==> src/rtl/flash_seq_pkg.sv <==
package flash_seq_pkg;
   localparam logic [2:0] FM_IDLE  = 3'd0;
   localparam logic [2:0] FM_WRITE = 3'd1;
   localparam logic [2:0] FM_READ  = 3'd2;
   localparam logic [2:0] FM_ERASE = 3'd3;
   localparam logic [2:0] FM_SIG   = 3'd4;

   typedef enum logic [4:0] {
      S_IDLE, S_ID0, S_ID1, S_ER_SET, S_ER_HOLD, S_ER_REC, S_CHK,
      S_FETCH, S_W_ADDR, S_W_DATA, S_W_CTRL, S_W_HV, S_W_PULSE,
      S_W_WAIT, S_VERIFY, S_NEXT, S_FIN
   } seq_state_e;
endpackage

==> src/rtl/fps_timer.sv <==
module fps_timer #(
   parameter int W = 8
) (
   input  logic         clk,
   input  logic         rst_n,
   input  logic         clr,
   output logic [W-1:0] elapsed
);
   always_ff @(posedge clk or negedge rst_n) begin
      if (!rst_n)                elapsed <= '0;
      else if (clr)              elapsed <= '0;
      else if (elapsed != '1)    elapsed <= elapsed + 1'b1;
   end
endmodule

==> src/rtl/fps_walker.sv <==
module fps_walker #(
   parameter int ADDR_W = 12,
   parameter int LEN_W  = ADDR_W + 1
) (
   input  logic              clk,
   input  logic              rst_n,
   input  logic              load,
   input  logic [ADDR_W-1:0] base,
   input  logic [LEN_W-1:0]  len,
   input  logic              step,
   output logic [ADDR_W-1:0] addr,
   output logic              empty,
   output logic              last
);
   logic [LEN_W-1:0] left_q;

   always_ff @(posedge clk or negedge rst_n) begin
      if (!rst_n) begin
         addr   <= '0;
         left_q <= '0;
      end else if (load) begin
         addr   <= base;
         left_q <= len;
      end else if (step) begin
         addr   <= addr + 1'b1;
         left_q <= left_q - 1'b1;
      end
   end

   assign empty = (left_q == '0);
   assign last  = (left_q == LEN_W'(1));
endmodule

==> src/rtl/fps_wdone.sv <==
module fps_wdone #(
   parameter bit RDY_SYNC = 1'b1
) (
   input  logic clk,
   input  logic rst_n,
   input  logic arm,
   input  logic watch,
   input  logic poll_mode,
   input  logic wr_bit,
   input  logic rd_bit,
   input  logic rdy,
   output logic complete
);
   logic rdy_s;
   logic seen_busy;

   generate
      if (RDY_SYNC) begin : g_sync
         logic [1:0] sync_q;
         always_ff @(posedge clk or negedge rst_n) begin
            if (!rst_n) sync_q <= 2'b11;
            else        sync_q <= {sync_q[0], rdy};
         end
         assign rdy_s = sync_q[1];
      end else begin : g_direct
         assign rdy_s = rdy;
      end
   endgenerate

   always_ff @(posedge clk or negedge rst_n) begin
      if (!rst_n)                 seen_busy <= 1'b0;
      else if (arm)               seen_busy <= 1'b0;
      else if (watch && !rdy_s)   seen_busy <= 1'b1;
   end

   assign complete = poll_mode ? (rd_bit == wr_bit) : (seen_busy && rdy_s);
endmodule

==> src/rtl/flash_prog_seq.sv <==
module flash_prog_seq
   import flash_seq_pkg::*;
#(
   parameter int          ADDR_W      = 12,
   parameter int          DATA_W      = 8,
   parameter int          SETUP_CYC   = 4,
   parameter int          STROBE_CYC  = 10,
   parameter int          ERASE_CYC   = 1_000_000,
   parameter int          TIMEOUT_CYC = 200_000,
   parameter int          POLL_BIT    = DATA_W - 1,
   parameter bit          RDY_SYNC    = 1'b1,
   parameter logic [11:0] SIG_BASE    = 12'h030,
   parameter logic [7:0]  SIG_ID0     = 8'h1E,
   parameter logic [7:0]  SIG_ID1     = 8'h51
) (
   input  logic              clk,
   input  logic              rst_n,
   input  logic              start,
   input  logic              cfg_ident,
   input  logic              cfg_erase,
   input  logic              cfg_verify,
   input  logic              cfg_hv,
   input  logic              cfg_poll,
   input  logic [ADDR_W-1:0] img_start,
   input  logic [ADDR_W:0]   img_len,
   output logic              fetch_req,
   output logic [ADDR_W-1:0] fetch_addr,
   input  logic              fetch_ack,
   input  logic [DATA_W-1:0] fetch_data,
   output logic [ADDR_W-1:0] fl_addr,
   output logic [DATA_W-1:0] fl_dout,
   output logic              fl_dout_en,
   input  logic [DATA_W-1:0] fl_din,
   output logic [2:0]        fl_mode,
   output logic              fl_strobe_n,
   output logic              fl_hv_en,
   input  logic              fl_rdy,
   output logic              busy,
   output logic              done,
   output logic              error,
   output logic [ADDR_W-1:0] err_addr
);
   localparam int LEN_W  = ADDR_W + 1;
   localparam int MAXC_A = (ERASE_CYC > TIMEOUT_CYC) ? ERASE_CYC : TIMEOUT_CYC;
   localparam int MAXC   = (MAXC_A > STROBE_CYC) ? MAXC_A : STROBE_CYC;
   localparam int CNT_W  = $clog2(MAXC + 2);
   localparam logic [ADDR_W-1:0] SIG_A0 = ADDR_W'(SIG_BASE);
   localparam logic [ADDR_W-1:0] SIG_A1 = ADDR_W'(SIG_BASE) + 1'b1;

   generate
      if (ADDR_W < 6)          begin : g_bad_aw   $error("ADDR_W must reach the signature block"); end
      if (DATA_W < 8)          begin : g_bad_dw   $error("DATA_W must hold a signature byte"); end
      if (SETUP_CYC < 1)       begin : g_bad_su   $error("SETUP_CYC must be at least 1"); end
      if (STROBE_CYC < 1)      begin : g_bad_st   $error("STROBE_CYC must be at least 1"); end
      if (ERASE_CYC < 1)       begin : g_bad_er   $error("ERASE_CYC must be at least 1"); end
      if (TIMEOUT_CYC < 2)     begin : g_bad_to   $error("TIMEOUT_CYC must be at least 2"); end
      if (POLL_BIT >= DATA_W)  begin : g_bad_pb   $error("POLL_BIT outside data width"); end
   endgenerate

   seq_state_e state_q, state_d;
   logic              cfg_ident_q, cfg_erase_q, cfg_verify_q, cfg_hv_q, cfg_poll_q;
   logic [DATA_W-1:0] byte_q;
   logic              done_q, err_q, err_pend_q;
   logic [ADDR_W-1:0] err_addr_q;

   logic [CNT_W-1:0]  elapsed;
   logic [CNT_W-1:0]  dur_m1;
   logic              step_end, timed_out;
   logic              walk_load, walk_step, walk_empty, walk_last;
   logic [ADDR_W-1:0] walk_addr;
   logic              wd_arm, wd_watch, wd_complete;
   logic              set_err;
   logic [ADDR_W-1:0] set_err_addr;
   logic              take_byte;

   fps_timer #(.W(CNT_W)) u_timer (
      .clk(clk), .rst_n(rst_n), .clr(state_d != state_q), .elapsed(elapsed)
   );

   fps_walker #(.ADDR_W(ADDR_W), .LEN_W(LEN_W)) u_walker (
      .clk(clk), .rst_n(rst_n), .load(walk_load), .base(img_start), .len(img_len),
      .step(walk_step), .addr(walk_addr), .empty(walk_empty), .last(walk_last)
   );

   fps_wdone #(.RDY_SYNC(RDY_SYNC)) u_wdone (
      .clk(clk), .rst_n(rst_n), .arm(wd_arm), .watch(wd_watch), .poll_mode(cfg_poll_q),
      .wr_bit(byte_q[POLL_BIT]), .rd_bit(fl_din[POLL_BIT]), .rdy(fl_rdy),
      .complete(wd_complete)
   );

   always_comb begin
      case (state_q)
         S_ER_HOLD: dur_m1 = CNT_W'(ERASE_CYC - 1);
         S_W_PULSE: dur_m1 = CNT_W'(STROBE_CYC - 1);
         default:   dur_m1 = CNT_W'(SETUP_CYC - 1);
      endcase
   end
   assign step_end  = (elapsed == dur_m1);
   assign timed_out = (elapsed >= CNT_W'(TIMEOUT_CYC - 1));
   assign wd_watch  = (state_q == S_W_PULSE) || (state_q == S_W_WAIT);

   always_comb begin
      state_d      = state_q;
      walk_load    = 1'b0;
      walk_step    = 1'b0;
      wd_arm       = 1'b0;
      set_err      = 1'b0;
      set_err_addr = walk_addr;
      take_byte    = 1'b0;
      case (state_q)
         S_IDLE: if (start) begin
            walk_load = 1'b1;
            state_d   = cfg_ident ? S_ID0 : (cfg_erase ? S_ER_SET : S_CHK);
         end
         S_ID0: if (step_end) begin
            if (fl_din[7:0] != SIG_ID0) begin
               set_err = 1'b1; set_err_addr = SIG_A0; state_d = S_FIN;
            end else state_d = S_ID1;
         end
         S_ID1: if (step_end) begin
            if (fl_din[7:0] != SIG_ID1) begin
               set_err = 1'b1; set_err_addr = SIG_A1; state_d = S_FIN;
            end else state_d = cfg_erase_q ? S_ER_SET : S_CHK;
         end
         S_ER_SET:  if (step_end) state_d = S_ER_HOLD;
         S_ER_HOLD: if (step_end) state_d = S_ER_REC;
         S_ER_REC:  if (step_end) state_d = S_CHK;
         S_CHK:     state_d = walk_empty ? S_FIN : S_FETCH;
         S_FETCH: if (fetch_ack) begin
            take_byte = 1'b1;
            state_d   = S_W_ADDR;
         end
         S_W_ADDR: if (step_end) state_d = S_W_DATA;
         S_W_DATA: if (step_end) state_d = S_W_CTRL;
         S_W_CTRL: begin
            wd_arm = 1'b1;
            if (step_end) state_d = cfg_hv_q ? S_W_HV : S_W_PULSE;
         end
         S_W_HV:    if (step_end) state_d = S_W_PULSE;
         S_W_PULSE: if (step_end) state_d = S_W_WAIT;
         S_W_WAIT: begin
            if (wd_complete)    state_d = cfg_verify_q ? S_VERIFY : S_NEXT;
            else if (timed_out) begin set_err = 1'b1; state_d = S_FIN; end
         end
         S_VERIFY: if (step_end) begin
            if (fl_din != byte_q) begin set_err = 1'b1; state_d = S_FIN; end
            else state_d = S_NEXT;
         end
         S_NEXT: begin
            walk_step = 1'b1;
            state_d   = walk_last ? S_FIN : S_FETCH;
         end
         S_FIN:   state_d = S_IDLE;
         default: state_d = S_IDLE;
      endcase
   end

   always_ff @(posedge clk or negedge rst_n) begin
      if (!rst_n) begin
         state_q      <= S_IDLE;
         cfg_ident_q  <= 1'b0;
         cfg_erase_q  <= 1'b0;
         cfg_verify_q <= 1'b0;
         cfg_hv_q     <= 1'b0;
         cfg_poll_q   <= 1'b0;
         byte_q       <= '0;
         done_q       <= 1'b0;
         err_q        <= 1'b0;
         err_pend_q   <= 1'b0;
         err_addr_q   <= '0;
      end else begin
         state_q <= state_d;
         if (state_q == S_IDLE && start) begin
            cfg_ident_q  <= cfg_ident;
            cfg_erase_q  <= cfg_erase;
            cfg_verify_q <= cfg_verify;
            cfg_hv_q     <= cfg_hv;
            cfg_poll_q   <= cfg_poll;
            done_q       <= 1'b0;
            err_q        <= 1'b0;
            err_pend_q   <= 1'b0;
         end
         if (take_byte) byte_q <= fetch_data;
         if (set_err) begin
            err_pend_q <= 1'b1;
            err_addr_q <= set_err_addr;
         end
         if (state_q == S_FIN) begin
            done_q <= 1'b1;
            err_q  <= err_pend_q;
         end
      end
   end

   assign busy       = (state_q != S_IDLE);
   assign done       = done_q;
   assign error      = err_q;
   assign err_addr   = err_addr_q;
   assign fetch_req  = (state_q == S_FETCH);
   assign fetch_addr = walk_addr;
   assign fl_dout    = byte_q;

   always_comb begin
      fl_addr = walk_addr;
      if (state_q == S_ID0) fl_addr = SIG_A0;
      if (state_q == S_ID1) fl_addr = SIG_A1;
   end

   always_comb begin
      case (state_q)
         S_ID0, S_ID1:                  fl_mode = FM_SIG;
         S_ER_SET, S_ER_HOLD:           fl_mode = FM_ERASE;
         S_W_CTRL, S_W_HV, S_W_PULSE:   fl_mode = FM_WRITE;
         S_W_WAIT, S_VERIFY:            fl_mode = FM_READ;
         default:                       fl_mode = FM_IDLE;
      endcase
   end

   assign fl_dout_en  = (state_q == S_W_DATA) || (state_q == S_W_CTRL) ||
                        (state_q == S_W_HV)   || (state_q == S_W_PULSE);
   assign fl_strobe_n = !((state_q == S_ER_HOLD) || (state_q == S_W_PULSE));
   assign fl_hv_en    = cfg_hv_q && ((state_q == S_ER_SET) || (state_q == S_ER_HOLD) ||
                                     (state_q == S_W_HV)   || (state_q == S_W_PULSE));
endmodule

==> config.mk <==
export PLATFORM = sky130hd
export DESIGN_NAME = flash_prog_seq
export DESIGN_NICKNAME = d
export VERILOG_FILES = /design/src/rtl/flash_seq_pkg.sv /design/src/rtl/fps_timer.sv /design/src/rtl/fps_walker.sv /design/src/rtl/fps_wdone.sv /design/src/rtl/flash_prog_seq.sv
export SDC_FILE = /design/constraint.sdc
export NUM_CORES = 1
export LEC_CHECK = 0
export BUFFER_PORTS_ARGS = -buffer_cell sky130_fd_sc_hd__buf_2
export CORE_ASPECT_RATIO = 0.6
export CORE_MARGIN = 8
export CORE_UTILIZATION = 50
export CTS_CLUSTER_DIAMETER = 60
export DETAILED_ROUTE_END_ITERATION = 10
export PLACE_DENSITY = 0.77
export SLEW_MARGIN = 20
export SYNTH_ARGS = -nofsm -noshare
export SYNTH_HDL_FRONTEND = slang
export SYNTH_SLANG_ARGS = --single-unit
==> constraint.sdc <==
create_clock -name clk -period 2.9 [get_ports clk]
set_clock_uncertainty 0.2 [all_clocks]
set_input_delay 0.29 -clock clk [delete_from_list [all_inputs] [get_ports clk]]
set_output_delay 0.29 -clock clk [all_outputs]
set_load 0.05 [all_outputs]
== Word level (Yosys, flattened, before mapping) ==
Memories as Yosys holds them, arrays and structs flattened.
Index checks and enable logic that the tools add are counted.

* Register bits: 80
* Word-level logic and storage cells: 129
* Memory bits (writable): 0
* Memories: 1
* Bits in read-only memories: 48
* Latch bits: 0

* $mul: 0
* Shift operators: 0
* Equality and inequality tests: 24
* Magnitude comparators: 1
* Divide/modulo/power cells: 0
* Bitwise logic cells: 0
* Reductions and logical operators: 22
* $add $sub $neg: 3
* Multiplexer cells: 63

{| class="wikitable"
|+ Memory list
! name !! depth !! width !! read ports !! clocked after memory_dff !! wr ports !! line !! source
|-
| (no name shown) || 16 || 3 || 1 || 0 || 0 || flash_prog_seq.sv:210 || <nowiki>case (state_q)</nowiki>
|}

{| class="wikitable"
|+ Operators by type and width
! cell !! number
|-
| $mux 5 || 20
|-
| $mux 12 || 8
|-
| $pmux 5 s16 || 1
|-
| $eq 5x4->1 const B || 8
|-
| $mux 20 || 2
|-
| $pmux 20 s2 || 1
|-
| $mux 13 || 2
|-
| $pmux 12 s2 || 1
|-
| $mux 1 || 22
|-
| $add 20x1->20 const B || 1
|-
| $eq 20x20->1 || 1
|-
| $eq 5x3->1 const B || 4
|-
| $ge 20x18->1 const B || 1
|-
| $ne 20x20->1 const B || 1
|-
| $mux 3 || 5
|-
| $eq 13x1->1 const B || 1
|-
| $logic_not 13->1 || 1
|-
| $sub 13x1->13 const B || 1
|-
| $add 12x1->12 const B || 1
|-
| $eq 5x2->1 const B || 2
|-
| $reduce_bool 2->1 || 5
|-
| $logic_or 1x1->1 || 8
|-
| $ne 8x5->1 const B || 1
|-
| $ne 8x7->1 const B || 1
|-
| 10 further kinds || 14
|}

== Longest topological paths before layout ==
* Depth after elaboration: 7
* Mapped depth: 12

== Cells and area by module ==
From an unflattened synthesis, not the netlist that was laid out.

* Cells, all modules: 608
* Area, all modules: 5,441.5 um^2

{| class="wikitable"
|+ Modules (own cells, without submodules)
! module !! cells an instance !! area each (um^2) !! times used !! seq. area each (um^2)
|-
| flash_prog_seq || 324 || 2,758.9 || 1 || 800.8
|-
| fps_walker || 147 || 1,407.6 || 1 || 625.6
|-
| fps_timer || 128 || 1,159.9 || 1 || 500.5
|-
| fps_wdone || 9 || 115.1 || 1 || 77.6
|}

== Least setup slack after synthesis ==
Ideal clock, no wire load.

* Path type: register to register
* Start point: register state_q[1]
* End point: register u_timer.elapsed[0]
* Arrival time: 3.069 ns
* Stages on the path, launching flop included: 12
* Setup slack: -0.449 ns
* Path buffers: 1
* Required time: 2.620 ns
* Path through: dfrtp_1 inv_1 ha_1 or4b_2 o22ai_1 o21bai_1 a211o_1 nor4b_2 a21oi_1 or4_4 buf_6 nor3_4

* Word-level cells in the longest chain between the ends: 7
* Elaborated cells on any way between the ends: 37
* Classes of those cells: eq/ne: 17; mux: 18; reduce/logical: 2

{| class="wikitable"
|+ Ends and longest elaborated chain
! item !! line !! source
|-
| start, declared || flash_prog_seq.sv:60 || <nowiki>seq_state_e state_q, state_d;</nowiki>
|-
| start signal, assigned || flash_prog_seq.sv:172 || <nowiki>state_q <= state_d;</nowiki>
|-
| $eq 5x4->1 or $eq 5x3->1 (tied branches) || flash_prog_seq.sv:92, flash_prog_seq.sv:110 ||
|-
| $pmux 20 s2 || flash_prog_seq.sv:92 || <nowiki>case (state_q)</nowiki>
|-
| $eq 20x20->1 || flash_prog_seq.sv:98 || <nowiki>assign step_end = (elapsed == dur_m1);</nowiki>
|-
| $mux 5, or another cell as far along || flash_prog_seq.sv:145 || <nowiki>S_VERIFY: if (step_end) begin</nowiki>
|-
| $pmux 5 s16 || flash_prog_seq.sv:110 || <nowiki>case (state_q)</nowiki>
|-
| $ne 5x5->1 (*) || flash_prog_seq.sv:77 || <nowiki>.clk(clk), .rst_n(rst_n), .clr(state_d != state_q), .elapsed(elapsed)</nowiki>
|-
| $mux 20 or $reduce_bool 2->1 (tied branches) || -- ||
|-
| end signal, assigned || fps_timer.sv:12 || <nowiki>else if (elapsed != '1) elapsed <= elapsed + 1'b1;</nowiki>
|-
| end, declared || fps_timer.sv:7 || <nowiki>output logic [W-1:0] elapsed</nowiki>
|}

Mark *: on every way between the ends. The rest lies on a longest branch, timed or not.
A chain may end at the register's enable or synchronous reset.

== Final worst setup path ==
* Start point: register state_q[1]
* End point: register u_timer.elapsed[10]

The elaborated chain is that of the path after synthesis.

==> results by group <==
Drt
  – Detailed Route WL: 17.9 mm
  – Starting DRC count in detailed routing: 516
  – 1st-pass router iterations: 5
  – DR vias/cell: 5.89
  – Average routed wire per standard cell: 19.1 µm
  – # DRC: 0
  – Post-route ant nets: 0
  – Via Count: 5507

Die
  – Cell Rows: 28
  – Die boundary height: 94.1 µm
  – Width of the die: 146 µm
  – Std-Cell Core Area: 9880 µm²
  – # IOs: 105
  – Effective utilization at floorplan: 0.515
  – Die area: 13800 µm²

CTS
  – Number of sinks driven by the clock tree: 80
  – Total CTS buffers: 9
  – Worst-case clock buffer depth: 2
  – Number of levels in the clock H-tree: 3
  – CTS tree: done
  – Clock latency of the later-clocked register in the worst-skew pair: 350 ps
  – Clock-pin transition on the worst setup and hold timing paths: 70 ps
  – Root buffer selected by CTS: sky130_fd_sc_hd__clkbuf_16

Setup path
  – Data arrival time at the worst-slack endpoint: 3250 ps
  – Capture point of the worst path: u_timer.elapsed[10]
  – Worst setup startpoint: state_q[1]
  – Critical path required time: 2970 ps
  – RR Endpoint: u_timer.elapsed[10]
  – Kind of launch point of the worst setup path: flip-flop
  – Length in cells of the worst reg-to-reg path: 10
  – Largest driver fanout on the critical path: 20
  – Slowest CP cell: sky130_fd_sc_hd__or4_1
  – Reg2Reg Setup Slack: -280 ps
  – Critical path's largest stage delay: 450 ps
  – Critical path, cell by cell: inv_2 > ha_4 > nand4bb_1 > or4_1 > o21ai_2 > or3b_4 > o2111a_1 > or4_4 > buf_12 > nor3_2
  – Launch instance of the worst register-to-register path: state_q[1]
  – Type of the worst setup path: flip-flop to flip-flop
  – CP endpoint kind: flip-flop

Placement
  – Final weighted congestion in routability-driven placement: 0.945
  – Number of buffers added on ports: 104
  – Placed inst area: 6570 µm²
  – Worst-case setup slack after placement: -289 ps
  – Post-DP HPWL: 13.3 mm

Global routing
  – Grt met2 use: 0.388
  – Total routing usage reported by global routing: 0.260
  – Most heavily used metal layer in global routing: met2
  – Wire length of the first global-routing pass: 28.5 mm
  – Fraction of met3 tracks used by global routing: 0.0890
  – Global-route congestion overflow total: 0
  – Fraction of met1 tracks used by global routing: 0.358
  – Number of antenna violations at the first check in global routing: 1
  – Via count of the first global-routing pass: 5379
  – Largest net degree at the start of global routing: 43

Logic synthesis
  – Most used flip-flop cell after synthesis: sky130_fd_sc_hd__dfrtp_1
  – Count of synthesis-stage warnings from yosys: 0
  – EDFF count, synth: 0
  – Netlist area before placement: 5090 µm²
  – Per-instance average area after synthesis: 8.91 µm²
  – Post-synthesis register bit count: 80
  – Post-Synthesis Net Count: 630
  – Post-synth cell types: 74
  – Sequential area share after synthesis: 0.394
  – Share of async-settable or async-resettable flops after synthesis: 1.00
  – Number of standard cells after synthesis: 571

Timing
  – Max-slew violation count: 0
  – Worst slew pin tran: 526 ps
  – Crit path setup slack, layout: -278 ps
  – Total negative slack for setup checks: -5220 ps
  – Final Setup Violations: 20
  – Maximum clock rate: 315 MHz
  – RSZ-0062 raised after global routing: true
  – Max-slew headroom at the worst pin: 0.645
  – Ratio of final minimum period to clock period: 1.10
  – Minimum clock period after layout: 3180 ps
  – Fin. Hold Viols: 0

Power and ir drop
  – VDD IR-drop max: 1.06 mV
  – Total power divided by cell area: 1120 nW/µm²
  – Leak: 3.39 nW

Cells and area
  – Area growth from synthesis to final layout: 41.8%
  – Commonest cells after routing, fill and taps aside: sky130_fd_sc_hd__buf_4, sky130_fd_sc_hd__buf_2, sky130_fd_sc_hd__dfrtp_1
  – Commonest non-fill, non-tap cell in the layout: sky130_fd_sc_hd__buf_4
  – Nets: 854
  – Ant diodes: 0
  – Final instance area: 7210 µm²
  – Fraction of layout cells with a size suffix above 1: 0.373
  – Number of fill cells: 730

Run status
  – Failing checks: setup timing
  – Run status: complete, but fails checks

Job
  – Max-capacitance violation count: 0

Worst hold path
  – Worst Hold Path Cells: 3
  – Kind of path behind the tightest hold check: primary input to flip-flop
[Yosys cell counts (4+ instances only)]
master | instances | area, µm²
sky130_fd_sc_hd__a22oi_1 | 4 | 30.0
sky130_fd_sc_hd__clkbuf_1 | 18 | 67.6
sky130_fd_sc_hd__or3_1 | 6 | 37.5
sky130_fd_sc_hd__nor2b_1 | 17 | 106
sky130_fd_sc_hd__o21ai_0 | 28 | 140
sky130_fd_sc_hd__xnor2_1 | 13 | 114
sky130_fd_sc_hd__nor3b_1 | 4 | 30.0
sky130_fd_sc_hd__nand3_1 | 27 | 135
sky130_fd_sc_hd__buf_2 | 6 | 30.0
sky130_fd_sc_hd__mux2i_1 | 6 | 60.1
sky130_fd_sc_hd__nor4_1 | 8 | 50.1
sky130_fd_sc_hd__dfrtp_1 | 78 | 1950
sky130_fd_sc_hd__xor2_1 | 21 | 184
sky130_fd_sc_hd__a311oi_1 | 4 | 35.0
sky130_fd_sc_hd__nand2_1 | 59 | 221
sky130_fd_sc_hd__nand4_1 | 17 | 106
sky130_fd_sc_hd__mux2_2 | 10 | 113
sky130_fd_sc_hd__a211oi_1 | 10 | 75.1
sky130_fd_sc_hd__and2_1 | 6 | 37.5
sky130_fd_sc_hd__a21oi_1 | 20 | 100
sky130_fd_sc_hd__o211ai_1 | 5 | 37.5
sky130_fd_sc_hd__or4_1 | 5 | 37.5
sky130_fd_sc_hd__nand3b_1 | 5 | 37.5
sky130_fd_sc_hd__ha_1 | 8 | 100
sky130_fd_sc_hd__inv_1 | 18 | 67.6
sky130_fd_sc_hd__nor3_2 | 18 | 180
sky130_fd_sc_hd__and3_1 | 7 | 43.8
sky130_fd_sc_hd__nor2_1 | 55 | 206
sky130_fd_sc_hd__nor3_1 | 11 | 55.1
[cell type report]
type / count / area [µm²] / share of cell area
multi-input cells: 443 / 2990 / 0.415
flip-flops and latches: 80 / 2010 / 0.278
repair buffers: 243 / 1690 / 0.234
clock buffers: 9 / 225 / 0.0312
well taps: 135 / 169 / 0.0234
inverters: 18 / 71.3 / 0.00989
clock inverters: 7 / 58.8 / 0.00815
[registers in the layout, indices dropped and copies added, names as in the netlist, 2 cells and up]
name,flops
u_walker.addr,12
u_walker.left_q,13
u_wdone.g_sync.sync_q,2
u_timer.elapsed,20
state_q,5
fl_dout,8
err_addr,12
[kinds of logic (layout without fill, tap and decap cells)]
logic type	after synthesis	after routing	synth area share
AND/OR/NAND/NOR	276	277	0.310
AO/OA/AOI/OAI	108	108	0.142
XOR/XNOR	34	34	0.0585
multiplexers	16	16	0.0339
adder cells (fa/ha/maj)	8	8	0.0197
flip-flops	80	80	0.394
buffers and inverters	49	277	0.0416
[critical path, delay by kind of cell, from the launching register on]
family                     cells  cell delay, ps
AOI/OAI and AO/OA              2             370
adders and majority gates      1             160
buffers and inverters          2             280
DFF                            1             440
and+or+nand+nor                5            1630
[what timing repair did]
item	4_1_cts	5_1_grt
hold buffers	27	0
setup buffers	1	0
gates cloned	0	2
pin swaps	3	5
resized for setup	3	14
hold endpoints to repair	62	0
endpoints found under the setup margin	22	33
[worst min path at each step]
stage | from | endpoint | slack [ps]
after global routing | img_len[10] | u_walker.left_q[10] | 10
after global placement | rst_n | fl_dout[0] | 90
after floorplan | rst_n | cfg_erase_q | -210
after CTS | cfg_erase | cfg_erase_q | 1
after detailed placement | rst_n | fl_dout[4] | 100
final | cfg_erase | cfg_erase_q | 10
[metrics by stage]
step / hold WS [ps] / std cells / utilization / power [W]
4_1_cts: 1.04 / 933 / 0.723 / 0.00791
3_5_place_dp: 98.2 / 889 / 0.665 / 0.00674
6_report: 11.1 / 935 / 0.730 / 0.00806
2_1_floorplan: -206 / 571 / - / 0.00509
5_1_grt: 12.4 / 935 / 0.730 / 0.00847
3_3_place_gp: 93.2 / 889 / 0.665 / 0.00663
[report_power, final]
group	internal [W]	switching [W]	total, W
combinational	0.00176	0.00337	0.00513
clock	0.000595	0.000505	0.00110
sequential	0.00146	0.000374	0.00183
total	0.00381	0.00425	0.00806
[per-layer routing]
layer | wire [µm] | up-vias | share of wire
li1 | - | 2533 | -
met5 | 0 | - | 0
met1 | 7910 | 2664 | 0.44
met4 | 200 | 0 | 0.011
met3 | 2240 | 24 | 0.13
met2 | 7540 | 286 | 0.42
(Power assumes the default switching activity.)
